### src/rtl/mpf_pkg.sv
package mpf_pkg;
  // register word indices
  localparam logic [3:0] IDX_ISR     = 4'd0;
  localparam logic [3:0] IDX_IER     = 4'd1;
  localparam logic [3:0] IDX_TXRST   = 4'd2;
  localparam logic [3:0] IDX_TXVAC   = 4'd3;
  localparam logic [3:0] IDX_TXDATA  = 4'd4;
  localparam logic [3:0] IDX_TXLEN   = 4'd5;
  localparam logic [3:0] IDX_RXRST   = 4'd6;
  localparam logic [3:0] IDX_RXOCC   = 4'd7;
  localparam logic [3:0] IDX_RXDATA  = 4'd8;
  localparam logic [3:0] IDX_RXLEN   = 4'd9;
  localparam logic [3:0] IDX_LINKRST = 4'd10;

  // status bit positions
  localparam int BIT_RX_UREAD  = 31;
  localparam int BIT_RX_OREAD  = 30;
  localparam int BIT_RX_ULEN   = 29;
  localparam int BIT_TX_OVR    = 28;
  localparam int BIT_TX_DONE   = 27;
  localparam int BIT_RX_DONE   = 26;
  localparam int BIT_TX_SIZE   = 25;
  localparam int BIT_TX_RSTOK  = 24;
  localparam int BIT_RX_RSTOK  = 23;

  localparam logic [31:0] STATUS_MASK = 32'hFF80_0000;
  localparam logic [31:0] CLEAR_KEY   = 32'h0000_00A5;

  localparam int LEN_W = 11;
  localparam int WCNT_W = 10;

  typedef struct packed {
    logic txPush;
    logic txCommit;
    logic txDrop;
    logic txClear;
    logic rxPopData;
    logic rxPopLen;
    logic rxClear;
  } mpf_strobe_t;
endpackage

### src/rtl/mpf_queue.sv
module mpf_queue #(
  parameter int WIDTH = 32,
  parameter int DEPTH = 32,
  localparam int AW = $clog2(DEPTH),
  localparam int CW = AW + 1
) (
  input  logic             clk,
  input  logic             rstN,
  input  logic             clear,
  input  logic             push,
  input  logic [WIDTH-1:0] pushData,
  input  logic             pop,
  input  logic [CW-1:0]    dropCnt,
  output logic [WIDTH-1:0] headData,
  output logic [CW-1:0]    count,
  output logic             full,
  output logic             empty
);
  logic [WIDTH-1:0] mem [DEPTH];
  logic [AW-1:0] wPtr, rPtr;
  logic pushOk, popOk;

  assign full   = (count == CW'(DEPTH));
  assign empty  = (count == '0);
  assign pushOk = push && !full;
  assign popOk  = pop && !empty;
  assign headData = mem[rPtr];

  always_ff @(posedge clk) begin
    if (pushOk) mem[wPtr] <= pushData;
  end

  always_ff @(posedge clk or negedge rstN) begin
    if (!rstN) begin
      wPtr  <= '0;
      rPtr  <= '0;
      count <= '0;
    end else if (clear) begin
      wPtr  <= '0;
      rPtr  <= '0;
      count <= '0;
    end else begin
      wPtr  <= wPtr + AW'(pushOk) - dropCnt[AW-1:0];
      rPtr  <= rPtr + AW'(popOk);
      count <= count + CW'(pushOk) - CW'(popOk) - dropCnt;
    end
  end

  assert_count_bound_R13: assert property (@(posedge clk) disable iff (!rstN)
    count <= CW'(DEPTH));
endmodule

### src/rtl/mpf_datapath.sv
module mpf_datapath
  import mpf_pkg::*;
#(
  parameter int DATA_DEPTH = 32,
  parameter int LEN_DEPTH  = 8,
  localparam int DCW = $clog2(DATA_DEPTH) + 1,
  localparam int LCW = $clog2(LEN_DEPTH) + 1
) (
  input  logic              clk,
  input  logic              rstN,
  input  mpf_strobe_t       strb,
  input  logic [31:0]       wrData,
  output logic              txValid,
  input  logic              txReady,
  output logic [31:0]       txData,
  output logic              txLast,
  output logic [3:0]        txKeep,
  input  logic              rxValid,
  output logic              rxReady,
  input  logic [31:0]       rxData,
  input  logic              rxLast,
  input  logic [3:0]        rxKeep,
  output logic              txFull,
  output logic              txLenFull,
  output logic [WCNT_W-1:0] txPend,
  output logic [8:0]        txVacancy,
  output logic [8:0]        rxOccupancy,
  output logic [31:0]       rxWord,
  output logic [LEN_W-1:0]  rxLen,
  output logic              rxEmpty,
  output logic              rxLenEmpty,
  output logic              txDoneEvt,
  output logic              rxDoneEvt
);
  logic [DCW-1:0] txCount, rxCount, txDropCnt;
  logic [LCW-1:0] txLenCount, rxLenCount;
  logic txLenEmpty, rxFull, rxLenFull, txFire, rxFire;
  logic [LEN_W-1:0] txLenHead, rxByteAcc, rxLenIn;
  logic [11:0] headRound;
  logic [WCNT_W-1:0] headWords, sentCnt;
  logic [2:0] keepBytes;

  // ---------------- transmit ----------------
  assign txDropCnt = strb.txDrop ? DCW'(txPend) : '0;

  mpf_queue #(.WIDTH(32), .DEPTH(DATA_DEPTH)) u_txData (
    .clk, .rstN, .clear(strb.txClear), .push(strb.txPush), .pushData(wrData),
    .pop(txFire), .dropCnt(txDropCnt), .headData(txData), .count(txCount),
    .full(txFull), .empty());

  mpf_queue #(.WIDTH(LEN_W), .DEPTH(LEN_DEPTH)) u_txLen (
    .clk, .rstN, .clear(strb.txClear), .push(strb.txCommit),
    .pushData(wrData[LEN_W-1:0]), .pop(txFire && txLast), .dropCnt('0),
    .headData(txLenHead), .count(txLenCount), .full(txLenFull),
    .empty(txLenEmpty));

  assign headRound = {1'b0, txLenHead} + 12'd3;
  assign headWords = headRound[11:2];
  assign txValid   = !txLenEmpty;
  assign txLast    = (sentCnt == headWords - 1'b1);
  assign txFire    = txValid && txReady;
  assign txDoneEvt = txFire && txLast;

  always_comb begin
    txKeep = 4'b1111;
    if (txLast) begin
      case (txLenHead[1:0])
        2'd1:    txKeep = 4'b0001;
        2'd2:    txKeep = 4'b0011;
        2'd3:    txKeep = 4'b0111;
        default: txKeep = 4'b1111;
      endcase
    end
  end

  always_ff @(posedge clk or negedge rstN) begin
    if (!rstN) begin
      txPend  <= '0;
      sentCnt <= '0;
    end else if (strb.txClear) begin
      txPend  <= '0;
      sentCnt <= '0;
    end else begin
      if (strb.txCommit || strb.txDrop) txPend <= '0;
      else if (strb.txPush && !txFull) txPend <= txPend + 1'b1;
      if (txFire) sentCnt <= txLast ? '0 : sentCnt + 1'b1;
    end
  end

  assign txVacancy = 9'(DATA_DEPTH) - 9'(txCount);

  // ---------------- receive ----------------
  assign rxReady   = !rxFull && !rxLenFull;
  assign rxFire    = rxValid && rxReady;
  assign keepBytes = 3'(rxKeep[0]) + 3'(rxKeep[1]) + 3'(rxKeep[2]) + 3'(rxKeep[3]);
  assign rxLenIn   = rxByteAcc + LEN_W'(keepBytes);
  assign rxDoneEvt = rxFire && rxLast;

  mpf_queue #(.WIDTH(32), .DEPTH(DATA_DEPTH)) u_rxData (
    .clk, .rstN, .clear(strb.rxClear), .push(rxFire), .pushData(rxData),
    .pop(strb.rxPopData), .dropCnt('0), .headData(rxWord), .count(rxCount),
    .full(rxFull), .empty(rxEmpty));

  mpf_queue #(.WIDTH(LEN_W), .DEPTH(LEN_DEPTH)) u_rxLen (
    .clk, .rstN, .clear(strb.rxClear), .push(rxDoneEvt), .pushData(rxLenIn),
    .pop(strb.rxPopLen), .dropCnt('0), .headData(rxLen), .count(rxLenCount),
    .full(rxLenFull), .empty(rxLenEmpty));

  always_ff @(posedge clk or negedge rstN) begin
    if (!rstN) rxByteAcc <= '0;
    else if (strb.rxClear) rxByteAcc <= '0;
    else if (rxFire) rxByteAcc <= rxLast ? '0 : rxByteAcc + LEN_W'(4);
  end

  assign rxOccupancy = 9'(rxCount);

  assert_tx_hold_R12: assert property (@(posedge clk) disable iff (!rstN)
    (txValid && !txReady && !strb.txClear) |=>
      (txValid && $stable(txData) && $stable(txLast) && $stable(txKeep)));

  assert_rx_done_R6: assert property (@(posedge clk) disable iff (!rstN)
    (rxValid && rxReady && rxLast && !strb.rxClear && !strb.rxPopLen) |=>
      (rxLenCount == $past(rxLenCount) + 1'b1));
endmodule

### src/rtl/mpf_ctrl.sv
module mpf_ctrl
  import mpf_pkg::*;
#(
  parameter int DATA_DEPTH = 32
) (
  input  logic              clk,
  input  logic              rstN,
  input  logic [3:0]        regWordAddr,
  input  logic              regWr,
  input  logic              regRd,
  input  logic [31:0]       regWdata,
  output logic [31:0]       regRdata,
  output logic              irq,
  output mpf_strobe_t       strb,
  input  logic              txFull,
  input  logic              txLenFull,
  input  logic [WCNT_W-1:0] txPend,
  input  logic [8:0]        txVacancy,
  input  logic [8:0]        rxOccupancy,
  input  logic [31:0]       rxWord,
  input  logic [LEN_W-1:0]  rxLen,
  input  logic              rxEmpty,
  input  logic              rxLenEmpty,
  input  logic              txDoneEvt,
  input  logic              rxDoneEvt
);
  logic [31:0] isrQ, ierQ, setVec, clrVec;
  logic wrLen, isKey, lenOk;
  logic [11:0] lenRound;
  logic [WCNT_W-1:0] lenWords;

  assign isKey    = (regWdata == CLEAR_KEY);
  assign wrLen    = regWr && (regWordAddr == IDX_TXLEN);
  assign lenRound = {1'b0, regWdata[LEN_W-1:0]} + 12'd3;
  assign lenWords = lenRound[11:2];
  assign lenOk    = (regWdata[LEN_W-1:0] != '0) && (lenWords == txPend);

  always_comb begin
    strb           = '0;
    strb.txPush    = regWr && (regWordAddr == IDX_TXDATA);
    strb.txCommit  = wrLen && lenOk && !txLenFull;
    strb.txDrop    = wrLen && !(lenOk && !txLenFull);
    strb.txClear   = regWr && isKey &&
                     (regWordAddr == IDX_TXRST || regWordAddr == IDX_LINKRST);
    strb.rxClear   = regWr && isKey &&
                     (regWordAddr == IDX_RXRST || regWordAddr == IDX_LINKRST);
    strb.rxPopData = regRd && (regWordAddr == IDX_RXDATA);
    strb.rxPopLen  = regRd && (regWordAddr == IDX_RXLEN);
  end

  always_comb begin
    setVec = '0;
    setVec[BIT_RX_UREAD] = strb.rxPopData && rxEmpty;
    setVec[BIT_RX_ULEN]  = strb.rxPopLen && rxLenEmpty;
    setVec[BIT_TX_OVR]   = (strb.txPush && txFull) || (wrLen && lenOk && txLenFull);
    setVec[BIT_TX_DONE]  = txDoneEvt;
    setVec[BIT_RX_DONE]  = rxDoneEvt;
    setVec[BIT_TX_SIZE]  = wrLen && !lenOk;
    setVec[BIT_TX_RSTOK] = strb.txClear;
    setVec[BIT_RX_RSTOK] = strb.rxClear;
    clrVec = (regWr && regWordAddr == IDX_ISR) ? regWdata : '0;
  end

  always_ff @(posedge clk or negedge rstN) begin
    if (!rstN) begin
      isrQ <= '0;
      ierQ <= '0;
    end else begin
      isrQ <= ((isrQ & ~clrVec) | setVec) & STATUS_MASK;
      if (regWr && regWordAddr == IDX_IER) ierQ <= regWdata & STATUS_MASK;
    end
  end

  assign irq = |(isrQ & ierQ);

  always_comb begin
    case (regWordAddr)
      IDX_ISR:    regRdata = isrQ;
      IDX_IER:    regRdata = ierQ;
      IDX_TXVAC:  regRdata = {23'd0, txVacancy};
      IDX_RXOCC:  regRdata = {23'd0, rxOccupancy};
      IDX_RXDATA: regRdata = rxEmpty ? '0 : rxWord;
      IDX_RXLEN:  regRdata = rxLenEmpty ? '0 : {21'd0, rxLen};
      default:    regRdata = '0;
    endcase
  end

  assert_uread_R9: assert property (@(posedge clk) disable iff (!rstN)
    (regRd && regWordAddr == IDX_RXDATA && rxEmpty) |=> isrQ[BIT_RX_UREAD]);

  assert_txkey_R10: assert property (@(posedge clk) disable iff (!rstN)
    (regWr && regWordAddr == IDX_TXRST && regWdata == CLEAR_KEY) |=>
      (isrQ[BIT_TX_RSTOK] && txVacancy == 9'(DATA_DEPTH)));

  assert_txdone_R4: assert property (@(posedge clk) disable iff (!rstN)
    txDoneEvt |=> isrQ[BIT_TX_DONE]);

  assert_size_R5: assert property (@(posedge clk) disable iff (!rstN)
    (wrLen && lenWords != txPend) |=> (isrQ[BIT_TX_SIZE] && txPend == '0));

  assert_reserved_R11: assert property (@(posedge clk) disable iff (!rstN)
    (isrQ[22:0] == '0) && (ierQ[22:0] == '0));
endmodule

### src/rtl/mm_pkt_fifo.sv
module mm_pkt_fifo
  import mpf_pkg::*;
#(
  parameter int DATA_DEPTH = 32,
  parameter int LEN_DEPTH  = 8
) (
  input  logic        clk,
  input  logic        rstN,
  input  logic [3:0]  regWordAddr,
  input  logic        regWr,
  input  logic        regRd,
  input  logic [31:0] regWdata,
  output logic [31:0] regRdata,
  output logic        irq,
  output logic        txValid,
  input  logic        txReady,
  output logic [31:0] txData,
  output logic        txLast,
  output logic [3:0]  txKeep,
  input  logic        rxValid,
  output logic        rxReady,
  input  logic [31:0] rxData,
  input  logic        rxLast,
  input  logic [3:0]  rxKeep
);
  mpf_strobe_t strb;
  logic txFull, txLenFull, rxEmpty, rxLenEmpty, txDoneEvt, rxDoneEvt;
  logic [WCNT_W-1:0] txPend;
  logic [8:0] txVacancy, rxOccupancy;
  logic [31:0] rxWord;
  logic [LEN_W-1:0] rxLen;

  mpf_ctrl #(.DATA_DEPTH(DATA_DEPTH)) u_ctrl (
    .clk, .rstN, .regWordAddr, .regWr, .regRd, .regWdata, .regRdata, .irq,
    .strb, .txFull, .txLenFull, .txPend, .txVacancy, .rxOccupancy, .rxWord,
    .rxLen, .rxEmpty, .rxLenEmpty, .txDoneEvt, .rxDoneEvt);

  mpf_datapath #(.DATA_DEPTH(DATA_DEPTH), .LEN_DEPTH(LEN_DEPTH)) u_data (
    .clk, .rstN, .strb, .wrData(regWdata), .txValid, .txReady, .txData,
    .txLast, .txKeep, .rxValid, .rxReady, .rxData, .rxLast, .rxKeep,
    .txFull, .txLenFull, .txPend, .txVacancy, .rxOccupancy, .rxWord, .rxLen,
    .rxEmpty, .rxLenEmpty, .txDoneEvt, .rxDoneEvt);
endmodule

### config.mk
export PLATFORM = sky130hd
export DESIGN_NAME = mm_pkt_fifo
export DESIGN_NICKNAME = d
export VERILOG_FILES = /design/src/rtl/mpf_pkg.sv /design/src/rtl/mpf_queue.sv /design/src/rtl/mpf_datapath.sv /design/src/rtl/mpf_ctrl.sv /design/src/rtl/mm_pkt_fifo.sv
export SDC_FILE = /design/constraint.sdc
export NUM_CORES = 2
export LEC_CHECK = 0
export ABC_AREA = 1
export BUFFER_PORTS_ARGS = -buffer_cell sky130_fd_sc_hd__buf_4
export CAP_MARGIN = 20
export CORE_ASPECT_RATIO = 0.5
export CORE_MARGIN = 2
export CORE_UTILIZATION = 55
export CTS_CLUSTER_SIZE = 12
export DETAILED_ROUTE_END_ITERATION = 10
export PLACE_DENSITY = 0.71
export SLEW_MARGIN = 20
export SYNTH_ARGS = -nofsm -noshare
export SYNTH_HDL_FRONTEND = slang
export SYNTH_SLANG_ARGS = --single-unit
### constraint.sdc
create_clock -name clk -period 7.3 [get_ports clk]
set_input_delay 1.095 -clock clk [delete_from_list [all_inputs] [get_ports clk]]
set_output_delay 1.095 -clock clk [all_outputs]
set_load 0.02 [all_outputs]
==> flow_summary.ini <==
[cts]
cts_tree = built
clockBufferDepth = 4
clock_latency_ns = 0.87
cts_setup_buffers = 0
ctsResizeCount = 0
cts_buffers = 221
htree_levels = 4
cts_root_buffer = clkbuf_16
cts_hold_buf = 0
clkSinkCount = 2323
clkSlewWorstSetupHoldPaths_ns = 0.06

[sta]
period_needed_ns = 6.00
worstMarginPinSlew_ns = 1.14
skew_ns = 0.0517
max_clock_freq_mhz = 167
rsz0062_at_grt = false
fin_crit_sh_pct = 82.2
final_max_slew_viol_count = 0
worst_slack_ns = 1.30
maxSlewHeadroom_pct = 23.9
tns_ns = 0
setup_viol = 0
final_hold_viol_count = 0

[final_layout]
final_nets = 7558
area_growth_pct = 10.4
drive_gt1_share_pct = 9.06
fill_cells = 12700

[global_routing]
grt_pass1_vias = 57800
grt_max_degree = 239
antenna_found_initial = 10
grt_pass1_wl_mm = 373
grt_usage_pct = 28.7
overflow = 0

[floorplan]
rows = 107
core_area_mm2 = 0.170
io_pins = 151
die_area_mm2 = 0.175
start_util_pct = 55.4
die_w_um = 589
die_y_um = 297

[synth]
syn_area_mm2 = 0.0942
ys_ff_latch = 2323
syn_inst = 7375
netlist_top_cells_count = edfxtp_1 (2224), nor2_1 (1329), o21ai_0 (1148)
yosysTopAreaCellShare_pct = 70.9
yosysMostFrequentCell = edfxtp_1
synth.area.top_cells = edfxtp_1 (71%), o21ai_0 (6.1%), nor2_1 (5.3%)
synth_ff_type = edfxtp_1
post-synth-top-area-cell = edfxtp_1
synth-warning-count = 0
avgSynthCellArea_um2 = 12.8
synth_nets = 7526
synthArstFlopShare_pct = 4.26
ys_types = 57
ys_seq_area_share_pct = 73.5
synth-edff-count = 2224

[routing]
drt_first_pass_iters = 5
wl_per_cell_um = 26.0
drc = 0
vias = 61900
vias_per_cell = 6.34
drtIter0Drc = 9141
wl_mm = 255
detail-route-antenna-nets = 0

[setup_path]
reg2reg_slack_ns = 2.24
crit_required_ns = 6.20
critPathMaxFanout = 43
crit_path_start_kind = register
worst_setup_path_end_kind = output port
crit_type = reg -> out
cp.arrival_ns = 4.90

[placement]
place_ws_ns = 1.51
port_buffers = 149
gp_congestion = 0.850
dp_hpwl_mm = 136

[outcome]
status = finished clean

[power_and_ir_drop]
p_per_area_mw_per_mm2 = 358
ir_drop_uv = 364
leakage_nw = 34.5

[worst_hold_path]
min_path_type = in -> async

[run]
maxCapViolations = 0
## through the flow
step / total power, W / util (%) / instance area (µm²) / hold WS, ns / instances
floorplan: 0.0232 / - / 94200 / 0.471 / 7375
global placement: 0.0270 / 57.6 / 98000 / 0.498 / 9469
detailed placement: 0.0272 / 57.6 / 98000 / 0.500 / 9470
CTS: 0.0372 / 61.1 / 104000 / 0.181 / 9761
global route: 0.0389 / 61.1 / 104000 / 0.233 / 9772
finish: 0.0373 / 61.1 / 104000 / 0.201 / 9773
## power by group
group          internal [W]  total (W)  switching, W  leakage [nW]
clock network       0.00553     0.0102       0.00462          2.88
registers            0.0152     0.0158      0.000570          21.2
logic               0.00327     0.0113       0.00806          10.4
total                0.0240     0.0373        0.0133          34.5
## registers in the layout, summed over array words and instances, names as in the netlist, 6 cells and up
name	cells
u_data.u_txLen.mem	88
u_data.u_txData.count	6
u_data.u_txData.mem	1024
u_ctrl.isrQ	9
u_data.txPend	10
u_data.u_rxData.count	6
u_data.rxByteAcc	9
u_data.sentCnt	10
u_data.u_rxLen.mem	88
u_ctrl.ierQ	9
u_data.u_rxData.mem	1024
## kinds of logic (layout without fill, tap and decap cells)
| group | count (synthesis) | after routing | synth area share, % |
|---|---|---|---|
| DFF | 2323 | 2323 | 73.5 |
| muxes | 16 | 16 | 0.170 |
| buffers and inverters | 789 | 889 | 3.23 |
| other | 2 | 11 | 0.00797 |
| and+or+nand+nor | 2255 | 2255 | 9.77 |
| AOI/OAI and AO/OA | 1877 | 1877 | 11.9 |
| adders and majority gates | 72 | 72 | 1.01 |
| xor gates and xnor gates | 41 | 41 | 0.381 |
## routing by layer
layer	GRT usage, %	share of wire (%)	routed length, µm	vias up
li1	-	-	-	27300
met1	40.5	39	100000	30600
met2	45.8	47	119000	3533
met3	4.82	10	26600	474
met4	9.98	3.2	8240	2
met5	0	0.0051	13	-
## cell type report
cell class	instances	area, µm²	share of cell area, %
multi-input combinational	4263	22400	21.6
clock inverter	10	105	0.101
tap	2289	2860	2.75
sequential	2323	69300	66.6
clock buffer	281	5820	5.59
inverter	310	1200	1.16
timing repair buffer	288	2270	2.19
antenna	9	22.5	0.0217
## worst max-delay path, stage by stage, from the launching register on
cell and delay [ns]:
dfrtp_1 0.87, inv_6 0.29, nand2_1 0.16, nand3_1 0.07
nand3_1 0.10, nand2_1 0.16, ha_1 0.26, inv_1 0.17
nand3_1 0.15, nand2_1 0.19, ha_1 0.27, xnor2_1 0.13
a21oi_1 0.12, nand2_1 0.07, nor2_1 0.08, nand2_1 0.07
nor2_1 0.08, nand2_1 0.07, nor2_2 0.09, nand2_2 0.22
inv_1 0.18, nand2_1 0.06, buf_4 0.15
## worst paths after layout
kind                                                     end                             start  cells past startpoint
max reg2reg                u_data.u_txLen.count[2]$_DFF_PN0_  u_data.u_txLen.rPtr[0]$_DFF_PN0_                     27
min reg2reg                      u_ctrl.ierQ[29]$_DFFE_PN0P_       u_ctrl.ierQ[29]$_DFFE_PN0P_                      2
max                                                txKeep[3]  u_data.u_txLen.rPtr[0]$_DFF_PN0_                     22
max in group asynchronous  u_data.u_rxData.rPtr[0]$_DFF_PN0_                              rstN                      2
min in group clk                 u_ctrl.ierQ[29]$_DFFE_PN0P_       u_ctrl.ierQ[29]$_DFFE_PN0P_                      2
min                            u_data.sentCnt[2]$_DFFE_PN0P_                              rstN                      1
## layout by cell type, fill, tap and decap left out, types with 9 or more instances in the layout
cell / Yosys / layout
nor2_2: 6 / 11
nor3_1: 18 / 18
xor2_1: 35 / 35
o32ai_1: 11 / 11
o22ai_1: 222 / 222
clkbuf_16: 0 / 223
ha_1: 65 / 65
mux2i_1: 16 / 16
nor2_4: 4 / 68
buf_12: 0 / 9
a221oi_1: 13 / 13
nand3_1: 310 / 310
o221ai_1: 302 / 302
a32oi_1: 30 / 30
clkbuf_1: 445 / 56
nor2_1: 1329 / 1260
o211ai_1: 29 / 29
o21ai_0: 1148 / 1147
a31oi_1: 47 / 47
dfrtp_1: 99 / 90
buf_4: 6 / 279
edfxtp_1: 2224 / 2224
nand2_1: 493 / 493
diode_2: 0 / 9
o2111ai_1: 9 / 9
a21oi_1: 48 / 48
nand2_2: 33 / 33
nand4_1: 24 / 24
inv_1: 294 / 291
Power figures use the tool's default switching activity.
